--- src/rtl/kwd_pkg.sv ---
package kwd_pkg;
  localparam int OFF_CFG    = 'h00;
  localparam int OFF_COUNT  = 'h08;
  localparam int OFF_SCALED = 'h10;
  localparam int OFF_FEED   = 'h18;
  localparam int OFF_KEY    = 'h1C;
  localparam int OFF_THRESH = 'h20;

  localparam logic [31:0] KEY_WORD  = 32'h0051_F15E;
  localparam logic [31:0] FEED_WORD = 32'h0D09_F00D;

  localparam int B_RSTEN = 8;
  localparam int B_ZCMP  = 9;
  localparam int B_ENA   = 12;
  localparam int B_ENB   = 13;
  localparam int B_PEND  = 28;

  localparam logic [15:0] THRESH_RESET = 16'hBEEF;
endpackage

--- src/rtl/kwd_unlock.sv ---
module kwd_unlock (
  input  logic clk,
  input  logic rst_n,
  input  logic key_wr_i,
  input  logic key_ok_i,
  input  logic prot_wr_i,
  output logic unlocked_o
);
  logic unl_q, unl_d;

  always_comb begin
    unl_d = unl_q;
    if (key_wr_i && key_ok_i) unl_d = 1'b1;
    else if (prot_wr_i)       unl_d = 1'b0;
  end

  always_ff @(posedge clk or negedge rst_n) begin
    if (!rst_n) unl_q <= 1'b0;
    else        unl_q <= unl_d;
  end

  assign unlocked_o = unl_q;

  assert_key_consumed_R3: assert property (@(posedge clk) disable iff (!rst_n)
    prot_wr_i |=> !unlocked_o);
  assert_key_opens_R2: assert property (@(posedge clk) disable iff (!rst_n)
    (key_wr_i && key_ok_i) |=> unlocked_o);
endmodule

--- src/rtl/kwd_count.sv ---
module kwd_count #(
  parameter int CNT_W   = 31,
  parameter int CMP_W   = 16,
  parameter int SCALE_W = 4
) (
  input  logic               clk,
  input  logic               rst_n,
  input  logic               tick_i,
  input  logic               en_i,
  input  logic               load_i,
  input  logic [CNT_W-1:0]   load_val_i,
  input  logic               feed_i,
  input  logic               zcmp_i,
  input  logic [SCALE_W-1:0] scale_i,
  input  logic [CMP_W-1:0]   thresh_i,
  output logic [CNT_W-1:0]   cnt_o,
  output logic [CMP_W-1:0]   scaled_o,
  output logic               hit_o
);
  logic [CNT_W-1:0] cnt_q, cnt_d, shifted;

  always_comb begin
    shifted  = cnt_q >> scale_i;
    scaled_o = shifted[CMP_W-1:0];
    hit_o    = (scaled_o >= thresh_i);
  end

  always_comb begin
    cnt_d = cnt_q;
    if (load_i)                       cnt_d = load_val_i;
    else if (feed_i || (hit_o && zcmp_i)) cnt_d = '0;
    else if (tick_i && en_i)          cnt_d = cnt_q + 1'b1;
  end

  always_ff @(posedge clk or negedge rst_n) begin
    if (!rst_n) cnt_q <= '0;
    else        cnt_q <= cnt_d;
  end

  assign cnt_o = cnt_q;

  assert_load_wins_R10: assert property (@(posedge clk) disable iff (!rst_n)
    load_i |=> (cnt_o == $past(load_val_i)));
  assert_hold_idle_R4: assert property (@(posedge clk) disable iff (!rst_n)
    (!load_i && !feed_i && !(hit_o && zcmp_i) && !(tick_i && en_i)) |=> $stable(cnt_o));
  assert_zero_on_match_R8: assert property (@(posedge clk) disable iff (!rst_n)
    (hit_o && zcmp_i && !load_i) |=> (cnt_o == '0));
endmodule

--- src/rtl/kwd_event.sv ---
module kwd_event (
  input  logic clk,
  input  logic rst_n,
  input  logic hit_i,
  input  logic rsten_i,
  input  logic cfg_wr_i,
  input  logic pend_wval_i,
  output logic pend_o,
  output logic rst_req_o
);
  logic pend_q, pend_d, hit_q, req_q, req_d;

  always_comb begin
    pend_d = hit_i | (cfg_wr_i ? pend_wval_i : pend_q);
    req_d  = hit_i & ~hit_q & rsten_i;
  end

  always_ff @(posedge clk or negedge rst_n) begin
    if (!rst_n) begin
      pend_q <= 1'b0;
      hit_q  <= 1'b0;
      req_q  <= 1'b0;
    end else begin
      pend_q <= pend_d;
      hit_q  <= hit_i;
      req_q  <= req_d;
    end
  end

  assign pend_o    = pend_q;
  assign rst_req_o = req_q;

  assert_match_sets_pend_R7: assert property (@(posedge clk) disable iff (!rst_n)
    hit_i |=> pend_o);
  assert_pend_clear_R7: assert property (@(posedge clk) disable iff (!rst_n)
    (cfg_wr_i && !pend_wval_i && !hit_i) |=> !pend_o);
  assert_req_single_R9: assert property (@(posedge clk) disable iff (!rst_n)
    rst_req_o |=> !rst_req_o);
endmodule

--- src/rtl/keyed_watchdog.sv ---
module keyed_watchdog
  import kwd_pkg::*;
#(
  parameter int ADDR_W  = 6,
  parameter int DATA_W  = 32,
  parameter int CNT_W   = 31,
  parameter int CMP_W   = 16,
  parameter int SCALE_W = 4
) (
  input  logic              clk,
  input  logic              rst_n,
  input  logic              tick,
  input  logic              wr_en,
  input  logic [ADDR_W-1:0] addr,
  input  logic [DATA_W-1:0] wdata,
  output logic [DATA_W-1:0] rdata,
  output logic              irq,
  output logic              rst_req
);
  localparam int SYNC_STAGES = 2;

  // asynchronous assert, synchronous release
  logic [SYNC_STAGES-1:0] rst_sync;
  logic rst_ni;
  always_ff @(posedge clk or negedge rst_n) begin
    if (!rst_n) rst_sync <= '0;
    else        rst_sync <= {rst_sync[SYNC_STAGES-2:0], 1'b1};
  end
  assign rst_ni = rst_sync[SYNC_STAGES-1];

  logic sel_cfg, sel_cnt, sel_scl, sel_feed, sel_key, sel_thr;
  always_comb begin
    sel_cfg  = (addr == ADDR_W'(OFF_CFG));
    sel_cnt  = (addr == ADDR_W'(OFF_COUNT));
    sel_scl  = (addr == ADDR_W'(OFF_SCALED));
    sel_feed = (addr == ADDR_W'(OFF_FEED));
    sel_key  = (addr == ADDR_W'(OFF_KEY));
    sel_thr  = (addr == ADDR_W'(OFF_THRESH));
  end

  logic unlocked, prot_wr, acc_cfg, acc_cnt, acc_feed, acc_thr;
  always_comb begin
    prot_wr  = wr_en & (sel_cfg | sel_cnt | sel_feed | sel_thr);
    acc_cfg  = wr_en & unlocked & sel_cfg;
    acc_cnt  = wr_en & unlocked & sel_cnt;
    acc_feed = wr_en & unlocked & sel_feed & (wdata == FEED_WORD);
    acc_thr  = wr_en & unlocked & sel_thr;
  end

  kwd_unlock u_unlock (
    .clk        (clk),
    .rst_n      (rst_ni),
    .key_wr_i   (wr_en & sel_key),
    .key_ok_i   (wdata == KEY_WORD),
    .prot_wr_i  (prot_wr),
    .unlocked_o (unlocked)
  );

  // configuration and threshold storage
  logic [SCALE_W-1:0] scale_q;
  logic rsten_q, zcmp_q, ena_q, enb_q;
  logic [CMP_W-1:0] thr_q;
  always_ff @(posedge clk or negedge rst_ni) begin
    if (!rst_ni) begin
      scale_q <= '0;
      rsten_q <= 1'b0;
      zcmp_q  <= 1'b0;
      ena_q   <= 1'b0;
      enb_q   <= 1'b0;
    end else if (acc_cfg) begin
      scale_q <= wdata[SCALE_W-1:0];
      rsten_q <= wdata[B_RSTEN];
      zcmp_q  <= wdata[B_ZCMP];
      ena_q   <= wdata[B_ENA];
      enb_q   <= wdata[B_ENB];
    end
  end

  always_ff @(posedge clk or negedge rst_ni) begin
    if (!rst_ni)      thr_q <= THRESH_RESET[CMP_W-1:0];
    else if (acc_thr) thr_q <= wdata[CMP_W-1:0];
  end

  logic [CNT_W-1:0] cnt;
  logic [CMP_W-1:0] scaled;
  logic hit, pend;

  kwd_count #(.CNT_W(CNT_W), .CMP_W(CMP_W), .SCALE_W(SCALE_W)) u_count (
    .clk        (clk),
    .rst_n      (rst_ni),
    .tick_i     (tick),
    .en_i       (ena_q | enb_q),
    .load_i     (acc_cnt),
    .load_val_i (wdata[CNT_W-1:0]),
    .feed_i     (acc_feed),
    .zcmp_i     (zcmp_q),
    .scale_i    (scale_q),
    .thresh_i   (thr_q),
    .cnt_o      (cnt),
    .scaled_o   (scaled),
    .hit_o      (hit)
  );

  kwd_event u_event (
    .clk         (clk),
    .rst_n       (rst_ni),
    .hit_i       (hit),
    .rsten_i     (rsten_q),
    .cfg_wr_i    (acc_cfg),
    .pend_wval_i (wdata[B_PEND]),
    .pend_o      (pend),
    .rst_req_o   (rst_req)
  );

  assign irq = pend;

  always_comb begin
    rdata = '0;
    if (sel_cfg) begin
      rdata[SCALE_W-1:0] = scale_q;
      rdata[B_RSTEN]     = rsten_q;
      rdata[B_ZCMP]      = zcmp_q;
      rdata[B_ENA]       = ena_q;
      rdata[B_ENB]       = enb_q;
      rdata[B_PEND]      = pend;
    end else if (sel_cnt) begin
      rdata[CNT_W-1:0] = cnt;
    end else if (sel_scl) begin
      rdata[CMP_W-1:0] = scaled;
    end else if (sel_key) begin
      rdata[0] = unlocked;
    end else if (sel_thr) begin
      rdata[CMP_W-1:0] = thr_q;
    end
  end

  logic unused_wdata;
  assign unused_wdata = ^wdata;

  assert_cnt_msb_zero_R4: assert property (@(posedge clk) disable iff (!rst_ni)
    sel_cnt |-> !rdata[DATA_W-1]);
endmodule

--- config.mk ---
export PLATFORM = sky130hd
export DESIGN_NAME = keyed_watchdog
export DESIGN_NICKNAME = d
export VERILOG_FILES = /design/src/rtl/kwd_pkg.sv /design/src/rtl/kwd_unlock.sv /design/src/rtl/kwd_count.sv /design/src/rtl/kwd_event.sv /design/src/rtl/keyed_watchdog.sv
export SDC_FILE = /design/constraint.sdc
export NUM_CORES = 1
export LEC_CHECK = 0
export ABC_AREA = 0
export ABC_CLOCK_PERIOD_IN_PS = 2700
export CAP_MARGIN = 25
export CORE_UTILIZATION = 46
export CTS_CLUSTER_SIZE = 14
export DETAILED_ROUTE_END_ITERATION = 10
export GPL_TIMING_DRIVEN = 1
export PLACE_DENSITY = 0.69
export SETUP_SLACK_MARGIN = 0.1
export SLEW_MARGIN = 20
export SYNTH_ARGS = -nofsm -noshare
export SYNTH_HDL_FRONTEND = slang
export SYNTH_SLANG_ARGS = --single-unit
--- constraint.sdc ---
create_clock -name clk -period 2.7 [get_ports clk]
set_input_delay 0.54 -clock clk [delete_from_list [all_inputs] [get_ports clk]]
set_output_delay 0.54 -clock clk [all_outputs]
set_load 0.01 [all_outputs]
After elaboration in Yosys (flattened, before gate mapping)
Cells that the tools add are included.
{ "classes": {"addsub": 1, "multipliers": 0, "div_mod_pow": 0, "order_cmp": 1, "n_eq_ne": 7, "shifts": 1, "mux": 20, "n_bitwise": 16, "n_reduce_logical": 7} }
{ "op_table": {"columns": ["operator", "count"], "rows": [
  ["two-way mux 31 bit", 3],
  ["two-way mux 16 bit", 3],
  ["== test 32 x 23 -> 1 bit (second input constant)", 1],
  ["== test 32 x 28 -> 1 bit (second input constant)", 1],
  ["adder 31 x 1 -> 31 bit (second input constant)", 1],
  ["right shift 31 x 4 -> 16 bit", 1],
  ["two-way mux 15 bit", 2],
  ["== test 6 x 5 -> 1 bit (second input constant)", 3],
  ["greater-or-equal comparator 16 bit", 1],
  ["two-way mux 14 bit", 1],
  ["AND 1 bit", 10],
  ["two-way mux 2 bit", 4],
  ["two-way mux 4 bit", 2],
  ["== test 6 x 4 -> 1 bit (second input constant)", 1],
  ["== test 6 bit (second input constant)", 1],
  ["zero test 6 bit", 1],
  ["two-way mux 1 bit", 5],
  ["bitwise OR 1 bit", 5],
  ["logical AND 1 bit", 3],
  ["nonzero test 3 bit", 1],
  ["nonzero test 2 bit", 1],
  ["logical OR 1 bit", 1],
  ["NOT 1 bit", 1]
]} }
{ "totals": {"reg_bits": 61, "latch_bits": 0, "ram_bits": 0, "romBits": 0, "inputBits": 42, "out_inout_bits": 34, "n_memories": 0} }

Logic depth before layout (Yosys ltp)
Gate-level depths: netlist of run 1.
{ "depth": {"depth_word": 7, "ltp_mapped": 15, "mapped_depth_nobuf": 12} }

Hierarchy
From an unflattened synthesis of run 1, not the netlist that was laid out.
{ "unflattened": {"hier_cells": 651, "area_unflattened_um2": 5479.0} }
{ "modules_own_cells": {"columns": ["mod", "n_inst", "cells_per_inst", "area_each_um2", "seq_area_each_um2"], "rows": [
  ["kwd_count", 1, 473, 3637.2, 775.7],
  ["keyed_watchdog", 1, 167, 1702.9, 666.9],
  ["kwd_event", 1, 7, 97.6, 75.1],
  ["kwd_unlock", 1, 4, 41.3, 25.0]
]} }

Worst setup path after synthesis of run 1
Ideal clock, no wire load.
{ "synth_timing": {"path_type": "register to register", "startpoint": "register scale_q[0]", "endpoint": "register u_count.cnt_q[0] (netlist: u_count.cnt_o[0])", "setup_ps": 74, "arrival_time_ps": 3274, "t_required_ps": 2626, "path_slack_ps": -648, "path_stages_with_launch": 16, "period_less_slack_ps": 3348, "cell_sequence": "dfrtp_1 > buf_4 > buf_4 > buf_2 > mux4_2 > nor2_1 > nor2_1 > a21oi_1 > ha_1 > nand2b_1 > a2111oi_0 > o21ai_0 > a2111oi_4 > o21ai_2 > buf_6 > o21ai_2"} }
{ "synth_via": {"elab_chain_len": 6, "word_cells_on_any_way": 7} }
{ "synth_rtl": {"columns": ["element", "line_no", "rtl"], "rows": [
  ["start: declaration", "keyed_watchdog.sv:60", "logic [SCALE_W-1:0] scale_q;"],
  ["start signal: assignment", "keyed_watchdog.sv:71", "scale_q <= wdata[SCALE_W-1:0];"],
  ["right shift 31 x 4 -> 16 bit (*)", "kwd_count.sv:23", "shifted = cnt_q >> scale_i;"],
  ["greater-or-equal comparator 16 bit (*)", "kwd_count.sv:25", "hit_o = (scaled_o >= thresh_i);"],
  ["logical AND 1 bit (*)", "kwd_count.sv:31", "else if (feed_i || (hit_o && zcmp_i)) cnt_d = '0;"],
  ["logical OR 1 bit (*)", "kwd_count.sv:31", null],
  ["two-way mux 31 bit", "kwd_count.sv:31", null],
  ["two-way mux 31 bit", "kwd_count.sv:30", "if (load_i) cnt_d = load_val_i;"],
  ["end signal: assignment", "kwd_count.sv:37", "else cnt_q <= cnt_d;"],
  ["end: declaration", "kwd_count.sv:20", "logic [CNT_W-1:0] cnt_q, cnt_d, shifted;"]
]} }
Mark *: on every way between the ends. The rest lies on a longest branch, timed or not.
A chain may end at the register's enable or synchronous reset.

Worst setup path in the final report of run 1
{ "layout_timing": {"startpoint": "register scale_q[1]", "endpoint": "register u_count.cnt_q[2] (netlist: u_count.cnt_o[2])"} }
The elaborated chain is that of the path after synthesis.

==> results.py, run 1 <==
metrics = {
    "global_route": {
        "grt_util_all_layers_pct": 36.7,
        "grt_max_degree": 60,
        "grt_pass1_wl_um": 31600,
        "busiest_layer": "met2",
        "met3_usage_pct": 7.23,
        "use_met2_pct": 61.1,
        "first_global_vias": 5789,
        "overflow": 0,
        "antenna_found_initial": 0,
        "met1_usage_pct": 45.0,
    },
    "critical_path": {
        "cpLargestDelayFamily": "compound AO/OA/AOI/OAI gates",
        "arrival_ns": 3.72,
        "slowest_stage": "dfrtp_2",
        "cp_max_fo": 10,
        "cp.required_ns": 2.98,
        "start_kind": "register",
        "crit_type": "reg2reg",
        "rr_startpoint": "scale_q[1]",
        "worstReg2RegEnd": "u_count.cnt_o[2]",
        "endpoint_kind": "register",
        "max_stage_delay_ns": 0.42,
        "cp_num_buf_inv": 5,
        "r2r_setup_slack_ns": -0.75,
        "ff2ff_path_depth": 16,
        "worstPathCellList": "buf_12, buf_4, mux2_2, nand2_1, o21ai_0, mux2i_1, a21oi_1, ha_1, a21oi_1, a21boi_0, a2111oi_4, buf_4, o21ai_4, buf_6, clkbuf_16, o21ai_2",
    },
    "clocking": {
        "cts_inserted_buffers": 9,
        "cts_tree": "built",
        "clockBufferDepth": 2,
        "cts_hold_buf": 0,
        "clk_pin_slew_ns": 0.06,
        "h-tree-depth": 3,
        "cts.sinks": 61,
        "clockRootBuffer": "clkbuf_16",
        "clock_latency_ns": 0.35,
    },
    "yosys": {
        "synth_compound_area_share_pct": 17.7,
        "synth_top_family_by_area": "simple AND/OR/NAND/NOR gates",
        "synthArstFlopShare_pct": 100,
        "ys_seq_area_share_pct": 29.7,
        "synth-edff-count": 0,
        "synthAdderAreaFrac_pct": 4.10,
        "ys.flop_type": "dfrtp_1",
        "yosys-top-cells-area": "dfrtp_1 23%, mux4_2 7.8%, dfstp_2 6.6%",
        "syn_area_mm2": 0.00519,
        "synthXorXnorAreaFrac_pct": 5.06,
        "synth.top_cell.area_share_pct": 23.1,
        "synth_fp_nets": 656,
        "synth_largest_area_cell": "dfrtp_1",
        "post_synth_inst_count": 597,
        "synth_mux_area_share_pct": 14.2,
        "synth_simple_gate_area_share_pct": 22.7,
        "postSynthAreaPerCell_um2": 8.70,
        "yosys_warnings": 0,
        "ys_types": 65,
        "ys_ff_latch": 61,
    },
    "floorplanning": {
        "initial_core_util_pct": 47.5,
        "die_width_um": 108,
        "placementRows": 38,
        "chipHeight_um": 108,
        "core_area_mm2": 0.0109,
        "dieArea_mm2": 0.0117,
        "ioPinCount": 76,
    },
    "timing": {
        "skew_ns": 0.00584,
        "finalHoldViolations": 0,
        "min_period_ns": 3.45,
        "slew-limit-headroom_pct": 45.9,
        "maxSlewViolCount": 0,
        "grt_setup_unrepaired": "yes",
        "setup_tns_ns": -30.42,
        "hold-worst-slack_ns": 0.353,
        "fmax_mhz": 290,
        "fin_crit_sh_pct": 128,
        "finalSetupViolCount": 50,
        "worstMarginPinSlew_ns": 0.812,
        "setup_slack_ns": -0.747,
    },
    "routing": {
        "ant_nets": 0,
        "dr.pass1.iters": 5,
        "drc": 0,
        "routed_wl_um": 21000,
        "routedWlPerCell_um": 21.5,
        "vias": 5836,
        "drt-initial-drc-count": 587,
        "via_per_inst": 5.98,
    },
    "pwr": {
        "total_power_uw": 2270,
        "p_switching_uw": 532,
        "intPower_uw": 1730,
        "ir_drop_mv": 0.283,
        "switching_share_pct": 23.5,
        "p_comb_share_pct": 8.5,
        "power_frac_seq_pct": 40.5,
        "p_leak_uw": 0.00387,
        "p_clk_share_pct": 51.0,
        "pwr_density_cell_mw_per_mm2": 274,
    },
    "cells_and_area": {
        "final_common_cell": "buf_4",
        "layout_common_cells": "152 x buf_4, 80 x nand2_1, 46 x nor2_1",
        "synthToLayoutAreaGrowth_pct": 59.1,
        "drive_gt1_share_pct": 49.2,
        "fin_area_mm2": 0.00826,
        "diodes": 0,
        "num-nets-final": 890,
        "fill_cells": 753,
    },
    "run_status": {
        "violations": "setup timing",
        "status": "finished, violations left",
    },
    "placement": {
        "hpwl_um": 14400,
        "io_buffers": 74,
        "place.gp.congestion": 0.950,
        "dpl-instance-area_mm2": 0.00719,
    },
    "hold_path": {
        "hold_class": "in2async",
    },
    "run": {
        "max_cap_violations": 0,
    },
}
-- metal layers --
metal,wire (um),vias to the layer above
met1,8190,2852
met4,1180,0
met5,0,-
li1,-,2599
met3,1500,86
met2,10100,299
-- flip-flops by register name, indices dropped and copies added, names as in the netlist --
| signal | flops |
|---|---|
| u_unlock.unlocked_o | 1 |
| u_event.hit_q | 1 |
| u_count.cnt_o | 31 |
| u_event.rst_req_o | 1 |
| rst_sync | 2 |
| zcmp_q | 1 |
| ena_q | 1 |
| rsten_q | 1 |
| u_event.pend_o | 1 |
| thr_q | 16 |
| enb_q | 1 |
| scale_q | 4 |
-- cells in the mapped netlist, drive strengths merged (17+ instances only) --
cell type	n
ha	17
buf	24
o21ai	61
inv	19
dfrtp	48
nor2	62
nand2	84
a21oi	24
and2	20
mux4	19
clkbuf	24
xor2	25
-- power by group through the flow --
stage | clock network [uW] | logic (uW) | registers (uW)
floorplan | 0 | 31.8 | 945
global placement | 0 | 180 | 933
detailed placement | 0 | 183 | 933
CTS | 1160 | 188 | 918
global route | 1210 | 201 | 918
finish | 1160 | 191 | 918
-- what timing repair did --
action                     4_1_cts  5_1_grt
cloned                           5        2
pin swaps                       43       40
buffers inserted                33       14
setup endpoints to repair       69       64
gates resized for setup        224       49
-- how the worst max path moves through the flow --
stage | from | endpoint | slack [ns] | depth (start not counted)
floorplan | scale_q[1] | u_count.cnt_o[0] | -0.36 | 14
global placement | addr[1] | rdata[5] | -0.86 | 9
detailed placement | addr[1] | rdata[10] | -0.87 | 9
CTS | scale_q[1] | u_count.cnt_o[1] | -0.71 | 16
global route | scale_q[1] | u_count.cnt_o[2] | -0.83 | 16
finish | scale_q[1] | u_count.cnt_o[2] | -0.75 | 16
-- stage by stage --
step	util, %	instances	setup WS [ns]
CTS	73.3	965	-0.715
detailed placement	65.7	913	-0.874
floorplan	-	597	-0.362
global route	75.6	976	-0.827
finish	75.6	976	-0.747
global placement	65.7	913	-0.861
-- layout make-up --
class	count	area, um^2	share of cell area [%]
Clock buffer	13	280	3.39
Timing Repair Buffer	271	2380	28.8
Inverter	21	80.1	0.969
Sequential cell	61	1550	18.7
Tap cell	140	175	2.12
Multi-Input combinational cell	467	3780	45.8
Clock inverter	3	17.5	0.212
-- cells by family (layout without fill, tap and decap cells) --
group	after synthesis	count (layout)
xor+xnor	30	30
flops	61	61
mux	48	48
compound gates	128	128
other cells	2	2
simple gates	242	242
fa+ha+maj	17	17
buf+inv	69	308
No activity file was read; power rests on OpenSTA's default activity.
==> run 2, diff against run 1 <==
Settings changed: CELL_PAD_IN_SITES_DETAIL_PLACEMENT set to 2, CELL_PAD_IN_SITES_GLOBAL_PLACEMENT set to 2, CORE_UTILIZATION 46 to 39, DONT_BUFFER_PORTS set to 1, PLACE_DENSITY 0.69 to 0.8, SLEW_MARGIN 20 to 30.
==> results.py, run 2 (synthesis gave the netlist of run 1 again) <==
metrics = {
    "cells_and_area": {
        "largest_reg_flops": 31,
        "drive_gt1_share_pct": 47.2,
        "fin_area_mm2": 0.00742,
        "final_common_cell": "buf_4",
        "num-nets-final": 772,
        "fill_cells": 1283,
        "regArea_mm2": 0.00155,
        "synthToLayoutAreaGrowth_pct": 43.0,
        "layout_common_cells": "119 x buf_4, 81 x nand2_1, 45 x dfrtp_1",
        "multi_input_area_mm2": 0.00389,
    },
    "clocking": {
        "h-tree-depth": 3,
        "cts.sinks": 61,
        "clockBufferDepth": 2,
        "clock_latency_ns": 0.39,
        "clockRootBuffer": "clkbuf_16",
        "cts_tree": "built",
        "cts_inserted_buffers": 9,
        "clk_pin_slew_ns": 0.08,
    },
    "routing": {
        "dr.pass1.iters": 6,
        "vias": 6804,
        "routed_wl_um": 40500,
        "via_per_inst": 7.64,
        "drt-initial-drc-count": 961,
        "ant_nets": 0,
        "routedWlPerCell_um": 45.4,
        "drc": 0,
    },
    "critical_path": {
        "cp.required_ns": 2.96,
        "endpoint_kind": "register",
        "cp-startpoint": "scale_q[0]",
        "cp_max_fo": 8,
        "r2r_setup_slack_ns": -1.37,
        "start_kind": "register",
        "rr_startpoint": "scale_q[0]",
        "crit_type": "reg2reg",
        "ff2ff_path_depth": 17,
        "arrival_ns": 4.33,
        "worstReg2RegEnd": "u_count.cnt_o[5]",
    },
    "run_status": {
        "status": "finished, violations left",
        "violations": "setup timing",
    },
    "global_route": {
        "overflow": 0,
        "busiest_layer": "met2",
        "met1_usage_pct": 55.8,
        "use_met2_pct": 80.7,
        "grt_util_all_layers_pct": 51.7,
        "grt_pass1_wl_um": 50600,
        "met3_usage_pct": 17.4,
        "grt_max_degree": 32,
        "antenna_found_initial": 0,
        "first_global_vias": 6957,
    },
    "timing": {
        "maxSlewViolCount": 0,
        "hold-worst-slack_ns": 0.280,
        "skew_ns": 0.0258,
        "setup_slack_ns": -1.37,
        "worstMarginPinSlew_ns": 0.969,
        "finalSetupViolCount": 50,
        "slew-limit-headroom_pct": 35.4,
        "finalHoldViolations": 0,
        "fmax_mhz": 246,
        "fin_crit_sh_pct": 151,
        "min_period_ns": 4.07,
        "grt_setup_unrepaired": "yes",
    },
    "floorplanning": {
        "initial_core_util_pct": 40.5,
        "core_area_mm2": 0.0128,
        "ioPinCount": 76,
        "die_width_um": 117,
        "chipHeight_um": 117,
        "dieArea_mm2": 0.0138,
        "placementRows": 41,
    },
    "placement": {
        "dpl-instance-area_mm2": 0.00630,
        "io_buffers": 0,
        "hpwl_um": 19500,
        "place.gp.congestion": 0.933,
    },
    "pwr": {
        "pwr_density_cell_mw_per_mm2": 301,
        "p_leak_uw": 0.00326,
        "total_power_uw": 2230,
        "ir_drop_mv": 0.524,
    },
    "hold_path": {
        "hold_depth": 2,
        "hp-start": "wdata[24]",
        "hold_class": "in2reg",
        "whs_endpoint": "u_count.cnt_o[24]",
    },
    "run": {
        "max_cap_violations": 0,
    },
}
run 2: layout make-up:
cell class                 count  share of cell area, %
clock buffer                  11                   3.27
multi-input combinational    467                   52.4
clock inverter                 5                  0.506
sequential                    61                   20.8
tap                          172                   2.90
antenna                        1                 0.0337
timing repair buffer         153                   19.0
inverter                      21                   1.06
run 2: where the power goes:
group	leakage, uW	switching [uW]	internal, uW
registers	0.000758	12.8	916
clock network	0.000132	583	650
logic	0.00237	44.2	28.2
run 2: how the worst max path moves through the flow:
stage                             end  slack (ns)  cells after the start
floorplan            u_count.cnt_o[0]       -0.36                     14
global placement    u_count.cnt_o[17]       -0.70                     14
detailed placement  u_count.cnt_o[17]       -1.04                     14
CTS                  u_count.cnt_o[6]       -0.82                     14
global route         u_count.cnt_o[5]       -1.48                     17
finish               u_count.cnt_o[5]       -1.37                     17
run 2: per-layer routing:
| metal | part of all wire (%) | wire [um] |
|---|---|---|
| met1 | 33 | 13400 |
| met3 | 12 | 4750 |
| met5 | 0.27 | 111 |
| met4 | 12 | 4980 |
| met2 | 43 | 17200 |
run 2: critical path: stages (launching register included):
cell and delay, ns:
dfrtp_2 0.44, buf_12 0.12, buf_16 0.12, mux4_2 0.52, and2_4 0.16, a31o_4 0.23, buf_4 0.15, nor2_2 0.17
nor2_1 0.09, ha_1 0.35, nand4_1 0.35, nor3_2 0.32, a2111oi_4 0.12, buf_4 0.17, o21ai_4 0.23, buf_6 0.15
buf_12 0.14, o21ai_2 0.08
run 2: per-stage QoR:
stage | utilization (%) | worst slack, ns | setup TNS (ns) | instances
after floorplan | - | -0.362 | -11.28 | 597
after global placement | 49.2 | -0.704 | -23.17 | 847
after detailed placement | 49.2 | -1.04 | -35.00 | 847
after CTS | 54.8 | -0.821 | -32.07 | 880
after global routing | 57.9 | -1.48 | -57.33 | 890
final | 57.9 | -1.37 | -53.10 | 891
run 2: repair_timing:
action / CTS / global route
setup buffers: 14 / 12
endpoints found under the setup margin: 50 / 51
hold endpoints to repair: 2 / 0
resized for setup: 76 / 61
pin swaps: 23 / 40
hold buffers: 1 / 0
gates cloned: 2 / 0
